## config.mk

```make
export PLATFORM = sky130hd
export DESIGN_NAME = local_irq_timer
export DESIGN_NICKNAME = d
export VERILOG_FILES = /design/src/rtl/lit_pkg.sv /design/src/rtl/lit_regs.sv /design/src/rtl/lit_prescale.sv /design/src/rtl/lit_core.sv /design/src/rtl/local_irq_timer.sv
export SDC_FILE = /design/constraint.sdc
export NUM_CORES = 1
export LEC_CHECK = 0
export BUFFER_PORTS_ARGS = -buffer_cell sky130_fd_sc_hd__buf_2
export CAP_MARGIN = 20
export CORE_MARGIN = 2
export CORE_UTILIZATION = 30
export DETAILED_ROUTE_END_ITERATION = 8
export GPL_ROUTABILITY_DRIVEN = 0
export GPL_TIMING_DRIVEN = 1
export PLACE_DENSITY_LB_ADDON = 0.12
export RECOVER_POWER = 50
export SLEW_MARGIN = 20
export SYNTH_ARGS = -nofsm -noshare
export SYNTH_HDL_FRONTEND = slang
export SYNTH_SLANG_ARGS = --single-unit
```

## constraint.sdc

```tcl
create_clock -name clk -period 7.71 [get_ports clk]
set_clock_uncertainty 0.2 [all_clocks]
set_input_delay 1.1565 -clock clk [delete_from_list [all_inputs] [get_ports clk]]
set_output_delay 1.1565 -clock clk [all_outputs]
set_load 0.005 [all_outputs]
```

## src/rtl/lit_pkg.sv

```systemverilog
package lit_pkg;
    localparam int ADDR_W     = 8;
    localparam int DIV_CODE_W = 3;
    localparam int MASK_BIT   = 16;
    localparam int PERIOD_BIT = 17;

    localparam logic [ADDR_W-1:0] IDX_CTRL  = 8'h32;
    localparam logic [ADDR_W-1:0] IDX_START = 8'h38;
    localparam logic [ADDR_W-1:0] IDX_COUNT = 8'h39;
    localparam logic [ADDR_W-1:0] IDX_DIV   = 8'h3E;

    localparam logic [31:0] CTRL_RESET = 32'h0001_0000;
endpackage

```

## src/rtl/lit_regs.sv

```systemverilog
module lit_regs #(
    parameter int DATA_W = 32,
    parameter int CNT_W  = 32
) (
    input  logic                          clk,
    input  logic                          rst_n,
    input  logic                          wr_en,
    input  logic [lit_pkg::ADDR_W-1:0]    addr,
    input  logic [DATA_W-1:0]             wdata,
    input  logic [CNT_W-1:0]              cur_count,
    output logic [DATA_W-1:0]             rdata,
    output logic [DATA_W-1:0]             ctrl_q,
    output logic [DATA_W-1:0]             ctrl_nxt,
    output logic [DATA_W-1:0]             start_q,
    output logic [lit_pkg::DIV_CODE_W-1:0] div_code,
    output logic                          load,
    output logic                          ctrl_wr
);
    import lit_pkg::*;

    typedef struct packed {
        logic [DATA_W-1:0]     ctrl;
        logic [DATA_W-1:0]     start;
        logic [DIV_CODE_W-1:0] div;
    } regs_t;

    regs_t st_q, st_d;

    always_comb begin
        st_d = st_q;
        if (wr_en) begin
            unique case (addr)
                IDX_CTRL:  st_d.ctrl  = wdata;
                IDX_START: st_d.start = wdata;
                IDX_DIV:   st_d.div   = {wdata[3], wdata[1], wdata[0]};
                default: ;
            endcase
        end
    end

    always_ff @(posedge clk or negedge rst_n) begin
        if (!rst_n) begin
            st_q.ctrl  <= DATA_W'(CTRL_RESET);
            st_q.start <= '0;
            st_q.div   <= '0;
        end else begin
            st_q <= st_d;
        end
    end

    always_comb begin
        rdata = '0;
        unique case (addr)
            IDX_CTRL:  rdata = st_q.ctrl;
            IDX_START: rdata = st_q.start;
            IDX_COUNT: rdata = DATA_W'(cur_count);
            IDX_DIV:   rdata = DATA_W'({st_q.div[2], 1'b0, st_q.div[1:0]});
            default:   rdata = '0;
        endcase
    end

    assign ctrl_q   = st_q.ctrl;
    assign ctrl_nxt = st_d.ctrl;
    assign start_q  = st_q.start;
    assign div_code = st_q.div;
    assign load     = wr_en && (addr == IDX_START);
    assign ctrl_wr  = wr_en && (addr == IDX_CTRL);

    // a write aimed at the current count leaves every register untouched
    p_count_write_ignored_r7: assert property (@(posedge clk) disable iff (!rst_n)
        (wr_en && addr == IDX_COUNT) |=>
            ($stable(st_q.ctrl) && $stable(st_q.start) && $stable(st_q.div)));
endmodule

```

## src/rtl/lit_prescale.sv

```systemverilog
module lit_prescale #(
    parameter int CODE_W = lit_pkg::DIV_CODE_W
) (
    input  logic              clk,
    input  logic              rst_n,
    input  logic              tick_en,
    input  logic              restart,
    input  logic [CODE_W-1:0] div_code,
    output logic              div_tick
);
    localparam int PRE_W = (1 << CODE_W) - 1;

    typedef struct packed {
        logic [PRE_W-1:0] cnt;
    } pre_t;

    pre_t pre_q, pre_d;
    logic [CODE_W-1:0] shift;
    logic [PRE_W-1:0]  last;

    assign shift = div_code + CODE_W'(1);
    assign last  = ~({PRE_W{1'b1}} << shift);

    always_comb begin
        pre_d    = pre_q;
        div_tick = 1'b0;
        if (restart) begin
            pre_d.cnt = '0;
        end else if (tick_en) begin
            if (pre_q.cnt >= last) begin
                pre_d.cnt = '0;
                div_tick  = 1'b1;
            end else begin
                pre_d.cnt = pre_q.cnt + PRE_W'(1);
            end
        end
    end

    always_ff @(posedge clk or negedge rst_n) begin
        if (!rst_n) pre_q <= '0;
        else        pre_q <= pre_d;
    end

    // loading a start value restarts the divider from zero
    p_restart_clears_r2: assert property (@(posedge clk) disable iff (!rst_n)
        restart |=> (pre_q.cnt == '0));
endmodule

```

## src/rtl/lit_core.sv

```systemverilog
module lit_core #(
    parameter int DATA_W = 32,
    parameter int CNT_W  = 32,
    parameter int VEC_W  = 8
) (
    input  logic              clk,
    input  logic              rst_n,
    input  logic              div_tick,
    input  logic              load,
    input  logic [DATA_W-1:0] load_val,
    input  logic              ctrl_wr,
    input  logic [DATA_W-1:0] ctrl_nxt,
    input  logic [DATA_W-1:0] ctrl_q,
    input  logic [DATA_W-1:0] start_q,
    output logic [CNT_W-1:0]  cur_count,
    output logic              irq_pulse,
    output logic [VEC_W-1:0]  irq_vector
);
    import lit_pkg::*;

    typedef struct packed {
        logic [CNT_W-1:0] cur;
        logic             armed;
        logic             pulse;
        logic [VEC_W-1:0] vec;
    } core_t;

    core_t c_q, c_d;
    logic  periodic, masked;

    assign periodic = ctrl_q[PERIOD_BIT];
    assign masked   = ctrl_q[MASK_BIT];

    always_comb begin
        c_d       = c_q;
        c_d.pulse = 1'b0;
        if (div_tick) begin
            if (c_q.cur != '0) begin
                c_d.cur = c_q.cur - CNT_W'(1);
            end else begin
                if (periodic) c_d.cur = start_q[CNT_W-1:0];
                if (c_q.armed) begin
                    c_d.pulse = 1'b1;
                    c_d.vec   = ctrl_q[VEC_W-1:0];
                end
                if (!periodic) c_d.armed = 1'b0;
            end
        end
        if (ctrl_wr) begin
            c_d.armed = !ctrl_nxt[MASK_BIT] &&
                        (ctrl_nxt[PERIOD_BIT] || (c_d.cur != '0));
        end
        if (load) begin
            c_d.cur   = load_val[CNT_W-1:0];
            c_d.armed = !masked && (periodic || (load_val[CNT_W-1:0] != '0));
            c_d.pulse = 1'b0;
        end
    end

    always_ff @(posedge clk or negedge rst_n) begin
        if (!rst_n) c_q <= '0;
        else        c_q <= c_d;
    end

    assign cur_count  = c_q.cur;
    assign irq_pulse  = c_q.pulse;
    assign irq_vector = c_q.vec;

    // a request only follows a divided tick taken at count zero
    p_fire_at_zero_r3: assert property (@(posedge clk) disable iff (!rst_n)
        c_q.pulse |-> $past(c_q.cur == '0 && div_tick));

    // an expired one-shot count stays at zero
    p_oneshot_holds_r3: assert property (@(posedge clk) disable iff (!rst_n)
        (!periodic && c_q.cur == '0 && !load) |=> (c_q.cur == '0));

    // periodic mode reloads the start value after zero
    p_periodic_reload_r4: assert property (@(posedge clk) disable iff (!rst_n)
        (periodic && c_q.cur == '0 && div_tick && !load) |=>
            (c_q.cur == $past(start_q[CNT_W-1:0])));

    // an expiry is never armed while the control word is masked
    p_armed_unmasked_r5: assert property (@(posedge clk) disable iff (!rst_n)
        c_q.armed |-> !masked);

    // the vector holds between requests
    p_vector_held_r6: assert property (@(posedge clk) disable iff (!rst_n)
        !c_q.pulse |-> $stable(c_q.vec));
endmodule

```

## src/rtl/local_irq_timer.sv

```systemverilog
module local_irq_timer #(
    parameter int DATA_W = 32,
    parameter int CNT_W  = 32,
    parameter int VEC_W  = 8
) (
    input  logic                       clk,
    input  logic                       rst_n,
    input  logic                       tick_en,
    input  logic                       reg_wr,
    input  logic [lit_pkg::ADDR_W-1:0] reg_addr,
    input  logic [DATA_W-1:0]          reg_wdata,
    output logic [DATA_W-1:0]          reg_rdata,
    output logic                       irq_pulse,
    output logic [VEC_W-1:0]           irq_vector
);
    logic [DATA_W-1:0]              ctrl_q, ctrl_nxt, start_q;
    logic [lit_pkg::DIV_CODE_W-1:0] div_code;
    logic                           load, ctrl_wr, div_tick;
    logic [CNT_W-1:0]               cur_count;

    lit_regs #(.DATA_W(DATA_W), .CNT_W(CNT_W)) u_regs (
        .clk(clk), .rst_n(rst_n), .wr_en(reg_wr), .addr(reg_addr),
        .wdata(reg_wdata), .cur_count(cur_count), .rdata(reg_rdata),
        .ctrl_q(ctrl_q), .ctrl_nxt(ctrl_nxt), .start_q(start_q),
        .div_code(div_code), .load(load), .ctrl_wr(ctrl_wr)
    );

    lit_prescale #(.CODE_W(lit_pkg::DIV_CODE_W)) u_pre (
        .clk(clk), .rst_n(rst_n), .tick_en(tick_en), .restart(load),
        .div_code(div_code), .div_tick(div_tick)
    );

    lit_core #(.DATA_W(DATA_W), .CNT_W(CNT_W), .VEC_W(VEC_W)) u_core (
        .clk(clk), .rst_n(rst_n), .div_tick(div_tick), .load(load),
        .load_val(reg_wdata), .ctrl_wr(ctrl_wr), .ctrl_nxt(ctrl_nxt),
        .ctrl_q(ctrl_q), .start_q(start_q), .cur_count(cur_count),
        .irq_pulse(irq_pulse), .irq_vector(irq_vector)
    );
endmodule

```

== After elaboration in Yosys (flattened, before gate mapping) ==
Index checks and enable logic that the tools add are counted.
Word-level totals
  register bits after elaboration: 116
  bits in latches: 0
  memory bits (writable): 0
  ROM bits: 0
  word-level logic and storage cells: 59
  memories kept: 0
Operators by class
  add/subtract/negate cells: 3
  $mul: 0
  divide/modulo/power cells: 0
  $lt $le $gt $ge: 1
  eq/ne operators: 6
  shift operators: 1
  multiplexer cells: 19
  bitwise logic cells: 2
  reduce and logical (&&, ||, !) cells: 18
Operators by type and width (number)
  case mux 32 bit (4 select lines): 1
  two-way mux 32 bit: 3
  nonzero test 32 bit: 3
  two-way mux 53 bit: 1
  two-way mux 42 bit: 1
  two-way mux 34 bit: 1
  == test 8 x 6 -> 1 bit, second input constant: 4
  subtractor 32 x 1 -> 32 bit, second input constant: 1
  two-way mux 7 bit: 3
  two-way mux 18 bit: 1
  two-way mux 10 bit: 1
  two-way mux 9 bit: 1
  adder 7 x 1 -> 7 bit, second input constant: 1
  greater-or-equal comparator 7 bit: 1
  NOT 7 bit: 1
  << shifter 7 x 3 -> 7 bit, first input constant: 1
  != test 3 bit, second input constant: 2
  AND reduction 2 bit: 3
  AND reduction 3 bit: 2
  two-way mux 1 bit: 5
  logical AND 1 bit: 4
  adder 3 x 1 -> 3 bit, second input constant: 1
  two-way mux 3 bit: 1
  nonzero test 3 bit: 1
  4 further kinds: 6

== Logic depth before layout (Yosys ltp) ==
  depth after elaboration: 13
  depth in mapped cells: 16
  depth with buffers taken out: 14

== By module ==
A second synthesis with hierarchy kept.
Unflattened totals
  cells, all modules: 739
  area total of the unflattened synthesis: 7269.5 um^2
By module, submodules not included
  lit_core: instances 1, cells an instance 428, area each 3402.0 um^2
  lit_regs: instances 1, cells an instance 236, area each 3199.3 um^2
  lit_prescale: instances 1, cells an instance 75, area each 668.1 um^2

== Worst setup path after synthesis ==
Ideal clock, no wire load.
  path type: in2out
  from: input port reg_addr[7] in the netlist's numbering
  to: output port reg_rdata[0]
  arrival: 2.578 ns
  path slack: 3.776 ns
  stages on the path: 6
  cell sequence: nor4bb_1 > nand3b_1 > nor3_1 > clkbuf_1 > a22oi_1 > o21ai_0
On the way
  longest elaborated chain between the ends: 2
  elaborated cells on any way between the ends: 5
RTL lines
  start: declaration: RTL line local_irq_timer.sv:10  | input logic [lit_pkg::ADDR_W-1:0] reg_addr,
  == test 8 x 6 -> 1 bit: RTL line lit_regs.sv:53  | unique case (addr)
  case mux 32 bit (4 select lines) *: RTL line lit_regs.sv:53
  end: declaration: RTL line local_irq_timer.sv:12  | output logic [DATA_W-1:0] reg_rdata,
Mark *: on every way between the ends. The rest lies on a longest branch, timed or not.

== Worst setup path in the final report ==
  from: input port reg_addr[0] in the netlist's numbering
  to: register u_core.c_q, in the netlist u_core.irq_vector[4]
On the way
  longest elaborated chain between the ends: 4
RTL lines
  == test 8 x 6 -> 1 bit: RTL line lit_regs.sv:66  | assign load = wr_en && (addr == IDX_START);
  logical AND 1 bit: RTL line lit_regs.sv:66
  two-way mux 1 bit: RTL line lit_prescale.sv:27  | if (restart) begin
  AND reduction 3 bit (no source line)
  end signal: assignment: RTL line lit_core.sv:61  | if (!rst_n) c_q <= '0;
  end signal: assignment: RTL line lit_core.sv:62  | else c_q <= c_d;
  end: declaration: RTL line lit_core.sv:28  | core_t c_q, c_d;
Every way passes these cells.
A chain may end at the register's enable or synchronous reset.

==> flow_metrics.py <==
metrics = {
    "outcome": {
        "status": "finished with violations",
        "violations": "capacitance limit, slew limit",
    },
    "clock_network": {
        "post_cts.repair.setup_buffers": 0,
        "clkSinkCount": 116,
        "cts_buffers": 17,
        "cts_resized": 0,
        "root_buffer": "clkbuf_16",
        "clk_path_buf_depth": 2,
        "hold_buffers": 0,
        "clk_transition_reported_paths_ns": 0.05,
        "cts_tree": "yes",
        "clkLatencyLatePin_ns": 0.42,
        "h-tree-depth": 4,
    },
    "layout": {
        "drive_gt1_share_pct": 22.22,
        "fin_area_mm2": 0.008130,
        "nets": 900,
        "area_growth_pct": 17.50,
        "n_fill_cell": 2344,
        "n_antenna_cell": 0,
        "utilization_pct": 35.91,
    },
    "global_route": {
        "overflow": 0,
        "grt_pass1_wl_um": 36110,
        "grt_pass1_vias": 6164,
        "antenna_found_initial": 0,
        "grt_max_degree": 61,
        "track_usage_pct": 19.42,
    },
    "critical_path": {
        "critPathKind": "input pin to flip-flop",
        "setup.worst_path.start_class": "input pin",
        "cpMostUsedCell": "buf_4",
        "reg2reg_to": "u_core.c_q[9]",
        "reg2reg_slack_ns": 3.50,
        "slowest_delay_ns": 1.88,
        "crit_required_ns": 7.81,
        "worstPathCellList": "buf_2 -> buf_4 -> nor2b_1 -> nand4_1 -> clkbuf_1 -> and2_1 -> a21boi_2 -> buf_4 -> nand3_1 -> mux2_2",
        "crit_path_top_delay_cell": "clkbuf_1",
        "crit_path_end_kind": "flip-flop",
        "r2r_cells": 13,
        "r2r_start": "u_regs.div_code[1]",
        "cp.arrival_ns": 5.71,
        "cp_max_fo": 58,
    },
    "sta": {
        "rsz0062_at_grt": "false",
        "setup_violations": 0,
        "post-route-min-period_ns": 5.609,
        "fmax_ghz": 0.1783,
        "setup_tns_ns": 0,
        "drv_slew": 120,
        "slew_headroom_pct": -125.6,
        "hold_viol_final": 0,
        "min_period_over_period_pct": 72.75,
        "tightestPinTransition_ns": 3.384,
        "whs_ns": 0.2870,
    },
    "detailed_routing": {
        "wl_met3_um": 1036,
        "wl_met2_um": 10590,
        "remaining_drc_errors": 0,
        "vias": 6068,
        "drt_iter0_markers": 463,
        "top_layer_used": "met4",
        "wl_per_cell_um": 19.90,
        "wl_um": 22690,
        "drt-met1-wl_um": 10690,
        "vias_per_cell": 5.323,
        "firstDrtPassIters": 5,
        "ant_nets": 0,
    },
    "placed_design": {
        "dp_hpwl_um": 15570,
        "placed_area_mm2": 0.007538,
        "port_buffers": 84,
    },
    "yosys": {
        "syn_area_mm2": 0.006919,
        "avgSynthCellArea_um2": 8.814,
        "synth_edf_count": 0,
        "ys_types": 63,
        "synth_ff_type": "dfrtp_1",
        "synth_fp_nets": 842,
        "yosys_register_bits": 116,
        "ys_warn_count": 0,
        "ys_seq_area_share_pct": 41.97,
        "synthArstFlopShare_pct": 100.0,
        "syn_inst": 785,
    },
    "die": {
        "core_mm2": 0.02264,
        "die_w_um": 155.9,
        "rows": 55,
        "die_y_um": 155.9,
        "initial_utilization_pct": 30.56,
        "dieArea_mm2": 0.02429,
        "io_pins": 85,
    },
    "hold_path": {
        "hold_path.class": "flip-flop to flip-flop",
        "min_path_cells": 2,
        "hold_path_end": "u_regs.ctrl_q[31]",
        "hold_start": "u_regs.ctrl_q[31]",
    },
    "flow_run": {
        "drv_cap": 2,
    },
    "pwr": {
        "power.density_mw_per_mm2": 253.4,
        "p_leak_nw": 3.875,
        "vdd_drop_max_v": 0.0001510,
    },
}
==> worst max-delay path, delay by kind of cell <==
kind	cells	cell delay [ns]
muxes	1	0.45
AOI/OAI and AO/OA	1	0.16
buffers and inverters	4	2.80
and+or+nand+nor	4	1.11
==> metrics by stage <==
step / worst slack, ns / std cells / power (W)
global route: 1.755 / 1140 / 0.002175
CTS: 3.415 / 1140 / 0.002083
finish: 2.101 / 1140 / 0.002060
detailed placement: 2.976 / 1109 / 0.001251
global placement: 2.951 / 1109 / 0.001254
floorplan: 3.776 / 785 / 0.001079
==> synth_stat cells (3+ instances only) <==
cell       instances  share of area, %
a21bo_2            6              0.87
a21o_1             7              0.76
a21oi_1           36               2.6
a22oi_1            4              0.43
a2bb2oi_1          5              0.63
a31oi_1           14               1.3
and2_1             4              0.36
and3_1             8              0.72
and4_1             4              0.51
buf_1              6              0.33
buf_2              3              0.22
buf_4              8              0.87
clkbuf_1          35               1.9
dfrtp_1          115                42
ha_1              13               2.4
inv_1             17              0.92
mux2_2            43               7.0
mux2i_1           32               4.6
nand2_1          159               8.6
nand2b_1           3              0.27
nand3_1           11              0.80
nand4_1           12               1.1
nor2_1            35               1.9
nor2b_1            5              0.45
nor3_1            18               1.3
nor3b_1            4              0.43
nor4_1            20               1.8
nor4b_1            3              0.38
o21ai_0           75               5.4
o22ai_1           10              0.90
o2bb2ai_1          3              0.38
o31ai_1            9              0.98
or2_2              6              0.54
or3_1              6              0.54
or4_1              6              0.65
==> layer usage <==
layer / vias to the layer above / global-route usage [%]
li1: 2951 / -
met1: 2928 / 26.79
met2: 168 / 31.02
met3: 21 / 3.361
met4: 0 / 6.204
met5: - / 0
==> how the worst max path moves through the flow <==
| stage | cells after the start | end | start | slack, ns |
|---|---|---|---|---|
| 2_1_floorplan | 6 | reg_rdata[0] | reg_addr[7] | 3.78 |
| 3_3_place_gp | 11 | u_core.c_q[9] | reg_addr[7] | 2.95 |
| 3_5_place_dp | 11 | u_core.c_q[9] | reg_addr[7] | 2.98 |
| 4_1_cts | 8 | reg_rdata[16] | reg_addr[7] | 3.41 |
| 5_1_grt | 10 | u_core.irq_vector[5] | reg_addr[0] | 1.75 |
| 6_report | 10 | u_core.irq_vector[4] | reg_addr[0] | 2.10 |
==> layout by cell type (no fill, tap or decap), types with 16 or more instances in the layout <==
cell / count
nand2_1: 158
nor2_1: 35
buf_2: 80
inv_1: 17
mux2i_1: 32
nor4_1: 20
mux2_2: 43
clkbuf_16: 17
o21ai_0: 75
dfrtp_1: 115
a21oi_1: 36
nor3_1: 16
==> area by class of cell <==
cell class / count / area (µm²) / share of cell area [%]
clock buffers: 23 / 508.0 / 6.248
clock inverters: 8 / 97.59 / 1.200
inverters: 17 / 63.81 / 0.7849
multi-input cells: 598 / 3724 / 45.80
flip-flops and latches: 116 / 2904 / 35.72
well taps: 285 / 356.6 / 4.386
repair buffers: 93 / 476.7 / 5.863
==> cell families after synthesis <==
group | synth area share, %
AND/OR/NAND/NOR | 22.46
AO/OA/AOI/OAI | 17.03
flip-flops | 41.97
multiplexers | 11.63
buffers and inverters | 4.557
adder cells (fa/ha/maj) | 2.351
==> state kept, by name, summed over array words and instances (netlist names) <==
register           flops
u_core.c_q             1
u_core.cur_count      32
u_core.irq_pulse       1
u_core.irq_vector      8
u_pre.pre_q            7
u_regs.ctrl_q         32
u_regs.div_code        3
u_regs.start_q        32
==> power by group <==
group | switching, W | internal, W
Sequential | 0.000103 | 0.000674
Clock | 0.000295 | 0.000524
Combinational | 0.000302 | 0.000164
Power figures use the tool's default switching activity.
